File: config.mk
export PLATFORM = sky130hd
export DESIGN_NAME = atomic_cmpadd_seq
export DESIGN_NICKNAME = d
export VERILOG_FILES = /design/src/rtl/cmpadd_pkg.sv /design/src/rtl/cmpadd_regsel.sv /design/src/rtl/cmpadd_alu.sv /design/src/rtl/cmpadd_ctrl.sv /design/src/rtl/atomic_cmpadd_seq.sv
export SDC_FILE = /design/constraint.sdc
export NUM_CORES = 1
export LEC_CHECK = 0
export BUFFER_PORTS_ARGS = -buffer_cell sky130_fd_sc_hd__buf_4
export CAP_MARGIN = 20
export CORE_MARGIN = 2
export CORE_UTILIZATION = 51
export CTS_BUF_LIST = sky130_fd_sc_hd__clkbuf_4
export DETAILED_ROUTE_END_ITERATION = 8
export PLACE_DENSITY = 0.8
export RECOVER_POWER = 50
export REMOVE_ABC_BUFFERS = 1
export SLEW_MARGIN = 40
export SYNTH_ARGS = -nofsm -noshare
export SYNTH_HDL_FRONTEND = slang
export SYNTH_SLANG_ARGS = --single-unit
File: constraint.sdc
create_clock -name clk -period 3.8 [get_ports clk]
set_input_delay 0.57 -clock clk [delete_from_list [all_inputs] [get_ports clk]]
set_output_delay 0.57 -clock clk [all_outputs]
set_load 0.02 [all_outputs]
File: src/rtl/cmpadd_pkg.sv
// Shared types for the atomic compare-and-add sequencer.
// Assumes one instruction in flight at a time.
package cmpadd_pkg;

    typedef enum logic [3:0] {
        ST_IDLE, ST_RDREG, ST_RDX, ST_RDK, ST_CMP,
        ST_RDY, ST_ADD, ST_STORE, ST_WB
    } state_e;

    typedef enum logic [1:0] {
        ADR_SRC1, ADR_CONST, ADR_SRC2, ADR_DEST
    } adr_sel_e;

    typedef enum logic {
        ALU_CMP, ALU_ADD
    } alu_op_e;

    typedef struct packed {
        logic     mem_req;
        logic     mem_we;
        adr_sel_e adr;
        logic     pair_hi;
        logic     ld_ir;
        logic     ld_ab;
        logic     ld_x;
        logic     ld_cmp;
        logic     ld_sum;
        alu_op_e  op;
        logic     rf_we;
        logic     pc_adv;
        logic     lock;
        logic     busy;
        logic     done;
    } ctl_t;

endpackage

File: src/rtl/cmpadd_regsel.sv
// Register index selection: picks the register fields out of the held
// instruction word. Port B is steered to the second source field or to
// the third address field by pair_hi.
// Assumes the field positions are fixed per build.
module cmpadd_regsel #(
    parameter int IW     = 32,
    parameter int RIW    = 5,
    parameter int RS_LSB = 21,
    parameter int RT_LSB = 16,
    parameter int RD_LSB = 11,
    parameter int RU_LSB = 6
) (
    input  logic [IW-1:0]  instr_i,
    input  logic           pair_hi_i,
    output logic [RIW-1:0] raddr_a_o,
    output logic [RIW-1:0] raddr_b_o,
    output logic [RIW-1:0] waddr_o
);
    logic [RIW-1:0] f_src1, f_src2, f_dst, f_adr3;
    logic           unused_ir;

    assign unused_ir = ^instr_i;

    // Field extraction.
    always_comb begin
        f_src1 = instr_i[RS_LSB +: RIW];
        f_src2 = instr_i[RT_LSB +: RIW];
        f_dst  = instr_i[RD_LSB +: RIW];
        f_adr3 = instr_i[RU_LSB +: RIW];
    end

    // Port steering: A fixed on the first source, B switched by pair select.
    always_comb begin
        raddr_a_o = f_src1;
        raddr_b_o = pair_hi_i ? f_adr3 : f_src2;
        waddr_o   = f_dst;
    end
endmodule

File: src/rtl/cmpadd_alu.sv
// Two-function ALU: equality compare (result 1 on match) and add.
// Zero flag is high when the result is all zeros, so after a compare
// zero = 1 means the operands differ.
module cmpadd_alu
    import cmpadd_pkg::*;
#(
    parameter int DW = 32
) (
    input  alu_op_e       op_i,
    input  logic [DW-1:0] a_i,
    input  logic [DW-1:0] b_i,
    output logic [DW-1:0] res_o,
    output logic          zero_o
);
    // Result selection by operation.
    always_comb begin
        unique case (op_i)
            ALU_CMP: res_o = {{(DW-1){1'b0}}, (a_i == b_i)};
            ALU_ADD: res_o = a_i + b_i;
            default: res_o = '0;
        endcase
    end

    // Zero flag.
    assign zero_o = (res_o == '0);
endmodule

File: src/rtl/cmpadd_ctrl.sv
// Hard-wired state sequencer for the compare-and-add instruction.
// One state per memory access; branches on the ALU zero flag after the
// compare. Assumes memory read data arrives one cycle after the request.
module cmpadd_ctrl
    import cmpadd_pkg::*;
(
    input  logic clk,
    input  logic rst_n,
    input  logic start_i,
    input  logic zero_i,
    output ctl_t ctl_o
);
    state_e state_q, state_d;

    // State register.
    always_ff @(posedge clk) begin
        if (!rst_n) state_q <= ST_IDLE;
        else        state_q <= state_d;
    end

    // Next-state logic.
    always_comb begin
        state_d = state_q;
        unique case (state_q)
            ST_IDLE:  if (start_i) state_d = ST_RDREG;
            ST_RDREG: state_d = ST_RDX;
            ST_RDX:   state_d = ST_RDK;
            ST_RDK:   state_d = ST_CMP;
            ST_CMP:   state_d = zero_i ? ST_WB : ST_RDY;
            ST_RDY:   state_d = ST_ADD;
            ST_ADD:   state_d = ST_STORE;
            ST_STORE: state_d = ST_WB;
            ST_WB:    state_d = ST_IDLE;
            default:  state_d = ST_IDLE;
        endcase
    end

    // Control word decode per state.
    always_comb begin
        ctl_o      = '0;
        ctl_o.adr  = ADR_SRC1;
        ctl_o.op   = ALU_CMP;
        ctl_o.lock = !(state_q inside {ST_IDLE, ST_RDREG});
        ctl_o.busy = (state_q != ST_IDLE);
        unique case (state_q)
            ST_IDLE:  ctl_o.ld_ir = start_i;
            ST_RDREG: ctl_o.ld_ab = 1'b1;
            ST_RDX:   ctl_o.mem_req = 1'b1;
            ST_RDK: begin
                ctl_o.mem_req = 1'b1;
                ctl_o.adr     = ADR_CONST;
                ctl_o.ld_x    = 1'b1;
            end
            ST_CMP: begin
                ctl_o.ld_cmp  = 1'b1;
                ctl_o.pair_hi = 1'b1;
            end
            ST_RDY: begin
                ctl_o.mem_req = 1'b1;
                ctl_o.adr     = ADR_SRC2;
            end
            ST_ADD: begin
                ctl_o.op     = ALU_ADD;
                ctl_o.ld_sum = 1'b1;
            end
            ST_STORE: begin
                ctl_o.mem_req = 1'b1;
                ctl_o.mem_we  = 1'b1;
                ctl_o.adr     = ADR_DEST;
            end
            ST_WB: begin
                ctl_o.rf_we  = 1'b1;
                ctl_o.pc_adv = 1'b1;
                ctl_o.done   = 1'b1;
            end
            default: ;
        endcase
    end

    // a false compare jumps straight to the register write.
    a_r5_skip_on_false: assert property (@(posedge clk) disable iff (!rst_n)
        (state_q == ST_CMP && zero_i) |=> (state_q == ST_WB));
    // a true compare continues with the second source read.
    a_r4_continue_on_true: assert property (@(posedge clk) disable iff (!rst_n)
        (state_q == ST_CMP && !zero_i) |=> (state_q == ST_RDY));
    // no new instruction is taken while one is running.
    a_r10_no_restart: assert property (@(posedge clk) disable iff (!rst_n)
        (state_q != ST_IDLE) |=> (state_q != ST_RDREG));
endmodule

File: src/rtl/atomic_cmpadd_seq.sv
// Top of the atomic compare-and-add sequencer: holds the instruction,
// PC and datapath registers, and joins the sequencer, register index
// selection and ALU. Assumes a combinational-read register file and a
// single-port memory with one cycle of read latency.
module atomic_cmpadd_seq
    import cmpadd_pkg::*;
#(
    parameter int DW     = 32,
    parameter int RIW    = 5,
    parameter int RS_LSB = 21,
    parameter int RT_LSB = 16,
    parameter int RD_LSB = 11,
    parameter int RU_LSB = 6
) (
    input  logic           clk,
    input  logic           rst_n,
    input  logic           start,
    input  logic [DW-1:0]  instr,
    input  logic [DW-1:0]  pc_in,
    output logic           busy,
    output logic           done,
    output logic [DW-1:0]  pc_out,
    output logic [RIW-1:0] rf_raddr_a,
    output logic [RIW-1:0] rf_raddr_b,
    input  logic [DW-1:0]  rf_rdata_a,
    input  logic [DW-1:0]  rf_rdata_b,
    output logic           rf_we,
    output logic [RIW-1:0] rf_waddr,
    output logic [DW-1:0]  rf_wdata,
    output logic           mem_req,
    output logic           mem_we,
    output logic [DW-1:0]  mem_addr,
    output logic [DW-1:0]  mem_wdata,
    input  logic [DW-1:0]  mem_rdata,
    output logic           mem_lock
);
    localparam int          WBYTES   = DW / 8;
    localparam logic [DW-1:0] CONST_OFS = DW'(WBYTES);
    localparam logic [DW-1:0] PC_STEP   = DW'(2 * WBYTES);

    ctl_t          ctl;
    logic [DW-1:0] ir_q, pc_q;
    logic [DW-1:0] src1_q, src2_q, dst_q;
    logic [DW-1:0] x_q, k_q, sum_q;
    logic          c_q;
    logic [DW-1:0] alu_a, alu_b, alu_res;
    logic          alu_zero;

    cmpadd_ctrl u_ctrl (
        .clk     (clk),
        .rst_n   (rst_n),
        .start_i (start),
        .zero_i  (alu_zero),
        .ctl_o   (ctl)
    );

    cmpadd_regsel #(
        .IW(DW), .RIW(RIW), .RS_LSB(RS_LSB), .RT_LSB(RT_LSB),
        .RD_LSB(RD_LSB), .RU_LSB(RU_LSB)
    ) u_regsel (
        .instr_i   (ir_q),
        .pair_hi_i (ctl.pair_hi),
        .raddr_a_o (rf_raddr_a),
        .raddr_b_o (rf_raddr_b),
        .waddr_o   (rf_waddr)
    );

    cmpadd_alu #(.DW(DW)) u_alu (
        .op_i   (ctl.op),
        .a_i    (alu_a),
        .b_i    (alu_b),
        .res_o  (alu_res),
        .zero_o (alu_zero)
    );

    // ALU operand routing: compare first word with incoming constant,
    // or add incoming second word to the held constant.
    always_comb begin
        if (ctl.op == ALU_ADD) begin
            alu_a = mem_rdata;
            alu_b = k_q;
        end else begin
            alu_a = x_q;
            alu_b = mem_rdata;
        end
    end

    // Instruction and PC capture, PC advance at completion.
    always_ff @(posedge clk) begin
        if (!rst_n) begin
            ir_q <= '0;
            pc_q <= '0;
        end else if (ctl.ld_ir) begin
            ir_q <= instr;
            pc_q <= pc_in;
        end else if (ctl.pc_adv) begin
            pc_q <= pc_q + PC_STEP;
        end
    end

    // Register-file operand capture (first pair, then reused port B).
    always_ff @(posedge clk) begin
        if (!rst_n) begin
            src1_q <= '0;
            src2_q <= '0;
            dst_q  <= '0;
        end else begin
            if (ctl.ld_ab) begin
                src1_q <= rf_rdata_a;
                src2_q <= rf_rdata_b;
            end
            if (ctl.ld_cmp) dst_q <= rf_rdata_b;
        end
    end

    // Memory data, constant, compare flag and sum registers.
    always_ff @(posedge clk) begin
        if (!rst_n) begin
            x_q   <= '0;
            k_q   <= '0;
            sum_q <= '0;
            c_q   <= 1'b0;
        end else begin
            if (ctl.ld_x)   x_q   <= mem_rdata;
            if (ctl.ld_cmp) begin
                k_q <= mem_rdata;
                c_q <= !alu_zero;
            end
            if (ctl.ld_sum) sum_q <= alu_res;
        end
    end

    // Memory address source selection.
    always_comb begin
        unique case (ctl.adr)
            ADR_SRC1:  mem_addr = src1_q;
            ADR_CONST: mem_addr = pc_q + CONST_OFS;
            ADR_SRC2:  mem_addr = src2_q;
            ADR_DEST:  mem_addr = dst_q;
            default:   mem_addr = src1_q;
        endcase
    end

    // Port outputs.
    assign mem_req   = ctl.mem_req;
    assign mem_we    = ctl.mem_we;
    assign mem_wdata = sum_q;
    assign mem_lock  = ctl.lock;
    assign rf_we     = ctl.rf_we;
    assign rf_wdata  = {{(DW-1){1'b0}}, c_q};
    assign busy      = ctl.busy;
    assign done      = ctl.done;
    assign pc_out    = pc_q;

    // every access happens under the lock.
    a_r7_access_locked: assert property (@(posedge clk) disable iff (!rst_n)
        mem_req |-> mem_lock);
    // lock released the cycle after the register write.
    a_r7_release_after_wb: assert property (@(posedge clk) disable iff (!rst_n)
        rf_we |=> !mem_lock);
    // only the low bit of the written value may be set.
    a_r6_flag_zero_ext: assert property (@(posedge clk) disable iff (!rst_n)
        rf_we |-> (rf_wdata[DW-1:1] == '0));
    // completion advances the PC by two words.
    a_r8_pc_step: assert property (@(posedge clk) disable iff (!rst_n)
        done |=> (pc_out == $past(pc_out) + PC_STEP));
    // a store only ever follows a true compare.
    a_r5_store_only_true: assert property (@(posedge clk) disable iff (!rst_n)
        (mem_req && mem_we) |-> c_q);
endmodule

== Word-level counts from Yosys, hierarchy flattened ==
Index checks and enable logic that the tools add are counted.

* Equality and inequality tests: 13
* Add/subtract/negate cells: 3
* Mux-type cells: 20
* Bitwise gates (word level): 1
* Reduce and logical (&&, ||, !) cells: 9

{| class="wikitable"
|+ Operator list
! operator !! number
|-
| $mux 32 || 4
|-
| $pmux 32 s4 || 1
|-
| $pmux 32 s2 || 1
|-
| $add 32x3->32 const B || 1
|-
| $add 32x32->32 || 1
|-
| $add 32x4->32 const B || 1
|-
| $eq 32x32->1 || 1
|-
| $logic_not 32->1 || 1
|-
| $pmux 4 s8 || 1
|-
| $eq 4x3->1 const B || 4
|-
| $eq 4x2->1 const B || 2
|-
| $mux 4 || 2
|-
| $mux 1 || 7
|-
| $pmux 2 s3 || 1
|-
| $mux 5 || 1
|-
| $eq 2x2->1 const B || 2
|-
| $eq 4x1->1 const B || 1
|-
| $eq 4x4->1 const B || 1
|-
| $logic_not 4->1 || 1
|-
| $mux 2 || 2
|-
| $reduce_bool 2->1 || 2
|-
| $reduce_bool 4->1 || 1
|-
| $reduce_or 4->1 || 1
|-
| $eq 2x1->1 const B || 1
|-
| other kinds (4) || 5
|}

* Register bits: 255
* Input bits: 163
* Word-level logic and storage cells: 56

== Longest topological paths before layout ==
Gate-level depths: netlist (run 1).

* Word-level depth: 8
* Depth in mapped cells: 18

== Modules after synthesis ==
From an unflattened synthesis (run 1), not the netlist that was laid out.

* Cells, all modules: 1569
* Area total of the unflattened synthesis: 15026.9 µm²

{| class="wikitable"
|+ By module, submodules not included
! module !! area an instance (µm²) !! times used !! cells each !! sequential area each (µm²)
|-
| atomic_cmpadd_seq || 12428.2 || 1 || 1188 || 5144.9
|-
| cmpadd_alu || 2137.0 || 1 || 320 || 0.0
|-
| cmpadd_ctrl || 330.3 || 1 || 46 || 80.1
|-
| cmpadd_regsel || 131.4 || 1 || 15 || 0.0
|}

== Worst setup path before layout (run 1) ==
OpenSTA, ideal clock, no wires.

* Path kind: register -> register
* Start: register u_ctrl.state_q[2]
* End: register u_ctrl.state_q[2]
* Setup slack: 0.106 ns
* Setup time: 0.131 ns
* Cell stages (with the launch flop): 19
* Required time: 3.669 ns
* Period minus slack after synthesis: 3.694 ns
* Buffers on the path: 3
* Data arrival time: 3.563 ns
* Cells stage by stage: dfxtp_1 clkbuf_1 nand2_1 nor3_1 clkbuf_1 clkbuf_1 nand2_1 nand2_1 ha_1 inv_1 fa_1 nor2b_1 o31ai_2 a211oi_2 o21ai_1 xnor2_1 or2_2 o41ai_1 nand3_1

* Longest elaborated chain between the ends: 8
* Elaborated cells between the ends (all ways): 19
* Classes of those cells: add/sub: 1; eq/ne: 9; mux: 6; bitwise: 1; reduce/logical: 2

{| class="wikitable"
|+ RTL lines
! element !! RTL line !! RTL
|-
| start: declaration || cmpadd_ctrl.sv:13 || <nowiki>state_e state_q, state_d;</nowiki>
|-
| start signal: assignment || cmpadd_ctrl.sv:18 || <nowiki>else state_q <= state_d;</nowiki>
|-
| $eq 4x3->1 || cmpadd_ctrl.sv:24, cmpadd_ctrl.sv:45 ||
|-
| $mux 2 || cmpadd_ctrl.sv:45 || <nowiki>unique case (state_q)</nowiki>
|-
| $mux 32 || atomic_cmpadd_seq.sv:79 || <nowiki>if (ctl.op == ALU_ADD) begin</nowiki>
|-
| $add 32x32->32 or $eq 32x32->1 (tied branches) || cmpadd_alu.sv:19, cmpadd_alu.sv:18 ||
|-
| $pmux 32 s2 || cmpadd_alu.sv:17 || <nowiki>unique case (op_i)</nowiki>
|-
| $logic_not 32->1 || cmpadd_alu.sv:25 || <nowiki>assign zero_o = (res_o == '0);</nowiki>
|-
| $mux 4 || cmpadd_ctrl.sv:29 || <nowiki>ST_CMP: state_d = zero_i ? ST_WB : ST_RDY;</nowiki>
|-
| $pmux 4 s8 || cmpadd_ctrl.sv:24 || <nowiki>unique case (state_q)</nowiki>
|}

Parallel ways exist; a longest one is shown, timed or not.
A chain may end at the register's enable or synchronous reset.

== Worst setup path after layout (run 1) ==
* Start: register pc_q[4] (netlist: pc_out[4])
* End: output port mem_addr[31]

* Longest elaborated chain between the ends: 2

{| class="wikitable"
|+ RTL lines
! element !! RTL line !! RTL
|-
| start: declaration || atomic_cmpadd_seq.sv:42 || <nowiki>logic [DW-1:0] ir_q, pc_q;</nowiki>
|-
| start signal: assignment || atomic_cmpadd_seq.sv:95 || <nowiki>pc_q <= pc_in;</nowiki>
|-
| start signal: assignment || atomic_cmpadd_seq.sv:97 || <nowiki>pc_q <= pc_q + PC_STEP;</nowiki>
|-
| $add 32x3->32 || atomic_cmpadd_seq.sv:137 || <nowiki>ADR_CONST: mem_addr = pc_q + CONST_OFS;</nowiki>
|-
| $pmux 32 s4 || atomic_cmpadd_seq.sv:135 || <nowiki>unique case (ctl.adr)</nowiki>
|-
| end: declaration || atomic_cmpadd_seq.sv:32 || <nowiki>output logic [DW-1:0] mem_addr,</nowiki>
|}

No other way between the ends.

==> flow_summary.ini, run 1 <==
[route]
drt-wirelength-per-cell_um = 16.80
first_iter_violations = 1188
drc = 0
ant_nets = 0
vias_per_cell = 5.633
wl_um = 41390
via_count = 13870
firstDrtPassIters = 9

[global_route]
gr-usage-met2 = 0.5029
grt_util_all_layers = 0.2966
grt_pass1_vias = 13110
gr-total-overflow = 0
top_usage_layer = met2
gr-usage-met1 = 0.3510
grt_pass1_wl_um = 64300
antenna_found_initial = 2
grt_use_met3 = 0.08232
grt_max_degree = 98

[sta]
rsz0062_at_grt = false
worstMarginPinSlew_ns = 1.781
hold_slack_ns = 0.08201
fmax_ghz = 0.2761
max_slew_margin = -0.1871
hold_viol_final = 0
setup_tns_ns = 0
slew_viol_final = 44
fin_crit_sh = 0.9531
setup_violations = 0
period_minus_slack_ns = 3.622
clock_skew_ns = 0.07865

[setup_path]
start_kind = flip-flop
reg2reg_depth = 16
critPathKind = reg -> out
cp-end-kind = output port
crit_fanout = 7
rr_startpoint = u_ctrl.state_q[2]
r2r_end = u_ctrl.state_q[0]
endpoint = mem_addr[31]
r2r_setup_slack_ns = 0.25
crit_start = pc_out[4]
crit_arrival_ns = 3.05
required_ns = 3.23

[placement]
dp_hpwl_um = 27850
dpl-instance-area_mm2 = 0.01519
gp_congestion = 0.9367
io_buffers = 268

[power_and_ir_drop]
p_per_area_mw_per_mm2 = 405.4
vdd_ir_drop_max_mv = 0.2781
p_leak_nw = 6.617

[floorplan]
core_mm2 = 0.02518
io_pins = 312
chipHeight_um = 164.1
fp.dieW_um = 164.1
rows = 58
start_util = 0.5190
dieArea_mm2 = 0.02692

[final_layout]
final_layout_size_suffix_gt1_frac = 0.1901
nNetsFinal = 2281
area_delta_synth_final_pct = 21.52
fill_cells = 2222
final_util = 0.6307
stdcell_area_mm2 = 0.01588

[clocking]
cts_buffer_depth = 3
root_buffer = clkbuf_4
cts.clk_slew.worst_paths_ns = 0.07
clock_latency_ns = 0.73
cts_buffers = 70
clock-sinks = 249
post_cts_buffers = 0
cts_max_level = 3
hold_buffers = 0
cts_tree = yes

[yosys]
seq_area_frac_synth = 0.3814
synthFlopType = dfxtp_1
ys_warn_count = 0
mappedNetlistArea_mm2 = 0.01307
synth_edf_count = 0
yosys_register_bits = 249
async_flop_share = 0
synth_largest_area_cell = dfxtp_1
netlist_top_cells_area = dfxtp_1, nand2_1, a21oi_1, ha_1, clkbuf_1
netlist_instances = 1842
syn_area_per_cell_um2 = 7.095
yosysUniqueCellTypes = 66
synth_top_cell_area_share = 0.3814

[run]
cap_violations = 1

[status]
status = finished, violations left
violations = capacitance limit, slew limit

[hold_path]
hold_path.class = in -> reg
==> metal layers <==
layer | vias to the layer above | share of wire
met1 | 6394 | 0.39
met3 | 109 | 0.10
met2 | 688 | 0.48
li1 | 6682 | -
met4 | 0 | 0.033
met5 | - | 0
==> area by class of cell <==
class,instances,area (µm²),share of cell area
Clock inverter,19,103.9,0.006539
Multi-Input combinational cell,1438,7365,0.4637
Timing Repair Buffer,312,2203,0.1387
Clock buffer,100,750.7,0.04727
Sequential cell,249,4987,0.3140
Inverter,13,53.80,0.003388
Antenna cell,2,5.005,0.0003151
Tap cell,330,412.9,0.02600
==> through the flow <==
stage / instances / setup WS, ns / power, mW
after floorplan: 1700 / -3.680 / 3.546
after detailed placement: 2342 / 0.3089 / 4.075
after global routing: 2463 / 0.01017 / 6.726
after global placement: 2342 / 0.3659 / 4.049
after CTS: 2461 / 0.01400 / 6.479
final: 2463 / 0.1783 / 6.438
==> synthesized netlist by cell type (4+ instances only) <==
cell type and number:
nand2_1 671, dfxtp_1 249, a21oi_1 245, clkbuf_1 108
nor2_1 75, o21ai_0 56, buf_4 43, xnor2_1 34
ha_1 33, xor2_1 32, a222oi_1 30, nand3_1 29
nor3_1 19, nand4_1 16, buf_2 15, a211oi_1 14
a21o_1 14, inv_1 13, o21ai_1 13, and2_1 11
and3_1 10, nor4_1 10, a22oi_1 9, a31oi_1 9
or3_1 6, buf_1 5, nand2b_1 5, or2_1 5
a221oi_1 4
==> state kept, by name, indices dropped and copies added, names as in the netlist <==
name and count:
src1_q 32, mem_wdata 32, k_q 32, c_q 1, dst_q 32, u_ctrl.state_q 4
src2_q 32, x_q 32, pc_out 32, ir_q 20
==> timing repair <==
action | 4_1_cts | 5_1_grt
gates resized for setup | 1 | 5
hold endpoints to repair | 0 | 0
pin swaps | 0 | 1
setup endpoints to repair | 1 | 9
==> power by group <==
part           switching, mW  internal, mW  total (mW)  leakage (nW)
registers              0.118          2.74        2.86          2.02
clock network           1.19          1.22        2.42         0.513
logic                  0.716         0.449        1.16          4.08
total                   2.03          4.41        6.44          6.62
==> worst min-delay path by stage <==
stage | slack [ns] | depth (start not counted) | end | startpoint
after floorplan | 0.44 | 2 | src1_q[26] | src1_q[26]
after global placement | 0.44 | 2 | mem_wdata[21] | mem_wdata[21]
after detailed placement | 0.45 | 2 | dst_q[17] | dst_q[17]
after CTS | 0.05 | 3 | pc_out[3] | pc_in[3]
after global routing | 0.05 | 3 | ir_q[22] | instr[22]
final | 0.08 | 3 | pc_out[3] | pc_in[3]
==> cell usage in the layout, fill, tap and decap left out, types with 5 or more instances in the layout <==
master    instances
nand3_1          28
nor2_1           72
xnor2_1          34
a31oi_1           9
conb_1           31
clkbuf_4        100
a21oi_1         245
nand4_1          16
nor4_1           10
ha_1             32
clkbuf_1         48
nand2b_1          5
buf_4           260
and2_1           11
inv_1            12
nor3_1           17
and3_1           10
o21ai_0          56
a21o_1           14
nand2_1         669
dfxtp_1         247
a22oi_1           9
a211oi_1         14
or3_1             6
clkinv_1         10
a222oi_1         30
o21ai_1          13
xor2_1           32
==> worst max-delay path, cell delays in order (launching register included) <==
cell	delay, ns
dfxtp_2	0.42
ha_2	0.26
nand3_1	0.16
nor4_2	0.33
and4b_2	0.32
and3_2	0.25
nand4_1	0.12
xor2_1	0.16
o21ai_1	0.15
buf_4	0.17
==> cell families after synthesis <==
| family | after synthesis | synth area share |
|---|---|---|
| adder cells (fa/ha/maj) | 34 | 0.03313 |
| AND/OR/NAND/NOR | 883 | 0.2805 |
| other | 1 | 0.0002869 |
| XOR/XNOR | 66 | 0.04423 |
| flip-flops | 249 | 0.3814 |
| AO/OA/AOI/OAI | 424 | 0.1929 |
| buffers and inverters | 185 | 0.06750 |
Note: power is estimated with default switching activity, not from simulation.
==> run 2: changes to the inputs <==
--- a/config.mk
+++ b/config.mk
@@ -7,6 +7,7 @@
 export LEC_CHECK = 0
 export BUFFER_PORTS_ARGS = -buffer_cell sky130_fd_sc_hd__buf_4
 export CAP_MARGIN = 20
+export CORE_ASPECT_RATIO = 1.4
 export CORE_MARGIN = 2
 export CORE_UTILIZATION = 51
 export CTS_BUF_LIST = sky130_fd_sc_hd__clkbuf_4
==> run 2 against run 1 <==
The flow still finishes with violations (capacitance limit, slew limit); clock-buffer cell count shrank 9; core utilization down 0.80 points; power decreased by 0.86%; design area decreased by 0.83%; setup slack worse by 0.012 ns; sequential share of layout area up 0.26 points; critical endpoint is now mem_addr[28]; highest routed layer unchanged; hold slack improved by 0.023 ns.
==> flow_summary.ini, run 2 (synthesis gave the netlist of run 1 again) <==
[clocking]
cts.clk_slew.worst_paths_ns = 0.07
post_cts_buffers = 0
cts_buffer_depth = 3
cts_tree = yes
clock-sinks = 249
root_buffer = clkbuf_4
clock_latency_ns = 0.71
cts_max_level = 3
cts_buffers = 66

[placement]
io_buffers = 268
dp_hpwl_um = 28540
gp_congestion = 0.9330

[final_layout]
nNetsFinal = 2282
final_layout_size_suffix_gt1_frac = 0.1743
area_delta_synth_final_pct = 20.52
mostFrequentLayoutCells = nand2_1, dfxtp_1, a21oi_1, buf_4, clkbuf_4
layout_commonest_cell = nand2_1

[run]
cap_violations = 3

[route]
vias_per_cell = 5.658
firstDrtPassIters = 7
drc = 0
wl_um = 41820
drt-wirelength-per-cell_um = 17.06
via_count = 13870
first_iter_violations = 1063
ant_nets = 0

[status]
violations = capacitance limit, slew limit
status = finished, violations left

[hold_path]
hold_path.class = in -> reg

[sta]
hold_slack_ns = 0.1048
fmax_ghz = 0.2752
worstMarginPinSlew_ns = 1.946
max_slew_margin = -0.2975
setup_tns_ns = 0
clock_skew_ns = 0.02267
hold_viol_final = 0
setup_violations = 0
fin_crit_sh = 0.9563
period_minus_slack_ns = 3.634
slew_viol_final = 98

[floorplan]
core_mm2 = 0.02530
dieArea_mm2 = 0.02694
chipHeight_um = 193.4
fp.dieW_um = 139.3
io_pins = 312
rows = 69
start_util = 0.5166

[setup_path]
cp-end-kind = output port
crit_family = simple AND/OR/NAND/NOR gates
worst_path_largest_cell_delay_ns = 0.41
crit_path_top_delay_cell = dfxtp_1
worstPathCellList = ha_1 > nand3_1 > nor3_4 > nand2_1 > or2_1 > xor2_1 > o21ai_0 > buf_4
crit_arrival_ns = 3.06
critPathKind = reg -> out
required_ns = 3.23
worstPathBufferInverterCount = 1
start_kind = flip-flop
crit_fanout = 5

[global_route]
grt_util_all_layers = 0.3030
grt_pass1_vias = 13720
grt_pass1_wl_um = 66930
gr-total-overflow = 0
antenna_found_initial = 2
grt_max_degree = 101

[power_and_ir_drop]
p_leak_nw = 6.493
p_total_mw = 6.382
p_per_area_mw_per_mm2 = 405.2
vdd_ir_drop_max_mv = 0.3130
run 2: layout make-up:
class	instances	area [µm²]
fillers	2377	9545
multi-input cells	1438	7357
flip-flops and latches	249	4987
repair buffers	317	2126
clock buffers	91	683.2
well taps	319	399.1
clock inverters	21	136.4
inverters	13	53.80
diodes	3	7.507
run 2: path summary, 6_finish.rpt:
kind | slack, ns | end | cells after the start | start
max | 0.17 | mem_addr[28] | 8 | pc_out[2]
min | 0.10 | ir_q[14] | 3 | instr[14]
max reg2reg | 0.24 | mem_wdata[25] | 14 | u_ctrl.state_q[1]
min reg2reg | 0.45 | mem_wdata[14] | 2 | mem_wdata[14]
run 2: what timing repair did:
item                                    in CTS  in global routing
pin swaps                                    0                  1
endpoints found under the setup margin       2                  9
hold buffers                                 0                  0
resized for setup                            2                  5
run 2: per-layer routing:
layer  track usage  vias to the layer above  share of wire
met4        0.1777                        0          0.055
met5             0                        -              0
met1        0.3167                     6416           0.36
met2        0.5358                      634           0.50
met3       0.08787                      147          0.088
li1              -                     6670              -
run 2: power breakdown:
group | leakage, nW | internal [mW] | switching, mW
Clock | 0.497 | 1.24 | 1.13
Sequential | 2.02 | 2.74 | 0.110
Combinational | 3.97 | 0.428 | 0.728
run 2: worst reg2reg max path: stages (launching register included):
cell and delay, ns:
dfxtp_1 0.33, clkbuf_1 0.42, nand3_4 0.14, buf_4 0.26, nand2_1 0.11, nand2_1 0.06
ha_1 0.31, a21oi_1 0.22, o21bai_1 0.15, a31oi_1 0.39, nand2_1 0.13, o211a_1 0.26
or2_1 0.25, a2111oi_2 0.37, a211oi_2 0.05
run 2: through the flow:
step | setup slack [ns] | instance area, µm² | utilization | std cells
2_1_floorplan | -3.680 | 12350 | - | 1700
3_3_place_gp | 0.4829 | 15210 | 0.6014 | 2336
3_5_place_dp | 0.3905 | 15210 | 0.6014 | 2336
4_1_cts | 0.002293 | 16050 | 0.6344 | 2448
5_1_grt | -0.009143 | 15750 | 0.6225 | 2450
6_report | 0.1660 | 15750 | 0.6226 | 2451
==> run 3: changes to the inputs <==
--- a/config.mk
+++ b/config.mk
@@ -13,7 +13,7 @@
 export CTS_BUF_LIST = sky130_fd_sc_hd__clkbuf_4
 export DETAILED_ROUTE_END_ITERATION = 8
 export PLACE_DENSITY = 0.8
-export RECOVER_POWER = 50
+export RECOVER_POWER = 25
 export REMOVE_ABC_BUFFERS = 1
 export SLEW_MARGIN = 40
 export SYNTH_ARGS = -nofsm -noshare
==> run 3 against run 2 <==
The flow still finishes with violations (capacitance limit, slew limit); design area grew 0.45%; critical path type unchanged; global-route usage is the same; core utilization grew 0.28 points; combinational power is essentially flat; largest power group unchanged.
==> flow_summary.ini, run 3 (synthesis gave the netlist of run 1 again) <==
[status]
status = finished, violations left
violations = capacitance limit, slew limit

[placement]
dp_hpwl_um = 28540
gp_congestion = 0.9330
dpl-instance-area_mm2 = 0.01521
placed_cells = 2336
io_buffers = 268

[global_route]
grt_pass1_wl_um = 66930
grt_max_degree = 101
gr-total-overflow = 0
top_usage_layer = met2
gr-usage-met1 = 0.3167
grt_pass1_vias = 13720
antenna_found_initial = 2
gr-usage-met2 = 0.5358
grt_use_met3 = 0.08787
grt_util_all_layers = 0.3030

[floorplan]
core_mm2 = 0.02530
start_util = 0.5166
fp.dieW_um = 139.3
rows = 69
io_pins = 312
chipHeight_um = 193.4
dieArea_mm2 = 0.02694

[setup_path]
critPathKind = reg -> out
crit_fanout = 5
required_ns = 3.23
cp-end-kind = output port
start_kind = flip-flop
crit_arrival_ns = 3.06

[power_and_ir_drop]
p_per_area_mw_per_mm2 = 404.3
p_leak_nw = 6.563
seq_power_share = 0.445
p_total_mw = 6.397
vdd_ir_drop_max_mv = 0.3129
switching_power_mw = 1.975
swShare = 0.3087
clkPwrFrac = 0.372
internal_power_mw = 4.422
power_frac_comb = 0.183

[final_layout]
layoutNonFillerInstCount = 2451
layout_commonest_cell = nand2_1
nNetsFinal = 2282
stdcell_area_mm2 = 0.01582
final_layout_size_suffix_gt1_frac = 0.1813
mostFrequentLayoutCells = nand2_1, buf_4, dfxtp_1, a21oi_1, clkbuf_4
area_delta_synth_final_pct = 21.06

[sta]
fmax_ghz = 0.2753
clock_skew_ns = 0.02206
period_minus_slack_ns = 3.632
max_slew_margin = -0.2231
setup_violations = 0
slew_viol_final = 59
fin_crit_sh = 0.9559
setup_tns_ns = 0
worstMarginPinSlew_ns = 1.835
hold_viol_final = 0

[clocking]
clock-sinks = 249
clock_latency_ns = 0.71
cts_buffers = 66
hold_buffers = 0
cts.clk_slew.worst_paths_ns = 0.07
cts_max_level = 3
cts_buffer_depth = 3
root_buffer = clkbuf_4
cts_tree = yes

[route]
drt-wirelength-per-cell_um = 17.09
ant_nets = 0
firstDrtPassIters = 6
via_count = 13910
first_iter_violations = 1062
vias_per_cell = 5.674
wl_um = 41880
drc = 0

[hold_path]
hold_path.class = in -> reg

[run]
cap_violations = 2
## run 3: changes by cell type in the layout (fill, tap and decap cells not counted)
cell      previous run  this run
buf_4              236       249
clkbuf_1            77        65
nor3_1              18        16
clkbuf_2             1         0
nor2_1              73        72
nor2_4               0         1
nor3_2               4         5
nor3_4               1         2
## run 3: critical path, stage by stage, from the launching register on
cell     delay (ns)
dfxtp_1        0.41
ha_1           0.22
nand3_1        0.27
nor3_4         0.37
nand2_1        0.25
or2_1          0.32
nor2_1         0.16
xnor2_1        0.14
o21ai_1        0.07
buf_4          0.17
## run 3: layout make-up
| cell class | count | area, µm² |
|---|---|---|
| Fill cell | 2364 | 9474 |
| Clock inverter | 21 | 136.4 |
| Inverter | 13 | 53.80 |
| Sequential cell | 249 | 4987 |
| Timing Repair Buffer | 317 | 2173 |
| Tap cell | 319 | 399.1 |
| Antenna cell | 3 | 7.507 |
| Multi-Input combinational cell | 1438 | 7381 |
| Clock buffer | 91 | 683.2 |
## run 3: power groups by stage
stage / combinational [mW] / clock, mW / sequential [mW]
after floorplan: 0.601 / 0 / 2.95
after global placement: 1.17 / 0 / 2.90
after detailed placement: 1.18 / 0 / 2.90
after CTS: 1.19 / 2.43 / 2.85
after global routing: 1.27 / 2.58 / 2.86
final: 1.17 / 2.38 / 2.85
## run 3: timing repair
item	in CTS	in global routing
setup endpoints to repair	2	9
setup buffers	0	0
pin swaps	0	1
resized for setup	2	5
## run 3: worst paths after layout
check                     from             to  slack [ns]  cells after the start
max reg2reg  u_ctrl.state_q[3]  mem_wdata[25]        0.34                     16
max                  pc_out[2]   mem_addr[30]        0.17                      9
min                  instr[14]       ir_q[14]        0.11                      3
min reg2reg      mem_wdata[14]  mem_wdata[14]        0.45                      2
## run 3: through the flow
stage	setup WS (ns)	util	hold slack (ns)
finish	0.1677	0.6255	0.1110
global route	-0.009733	0.6254	0.06053
CTS	0.002293	0.6344	0.06276
detailed placement	0.3905	0.6014	0.4434
global placement	0.4829	0.6014	0.4393
floorplan	-3.680	-	0.4357
## run 3: routing by layer
metal	vias to the layer above	wire length, µm
li1	6672	-
met1	6428	14930
met2	656	20860
met3	151	3763
met4	0	2317
met5	-	0
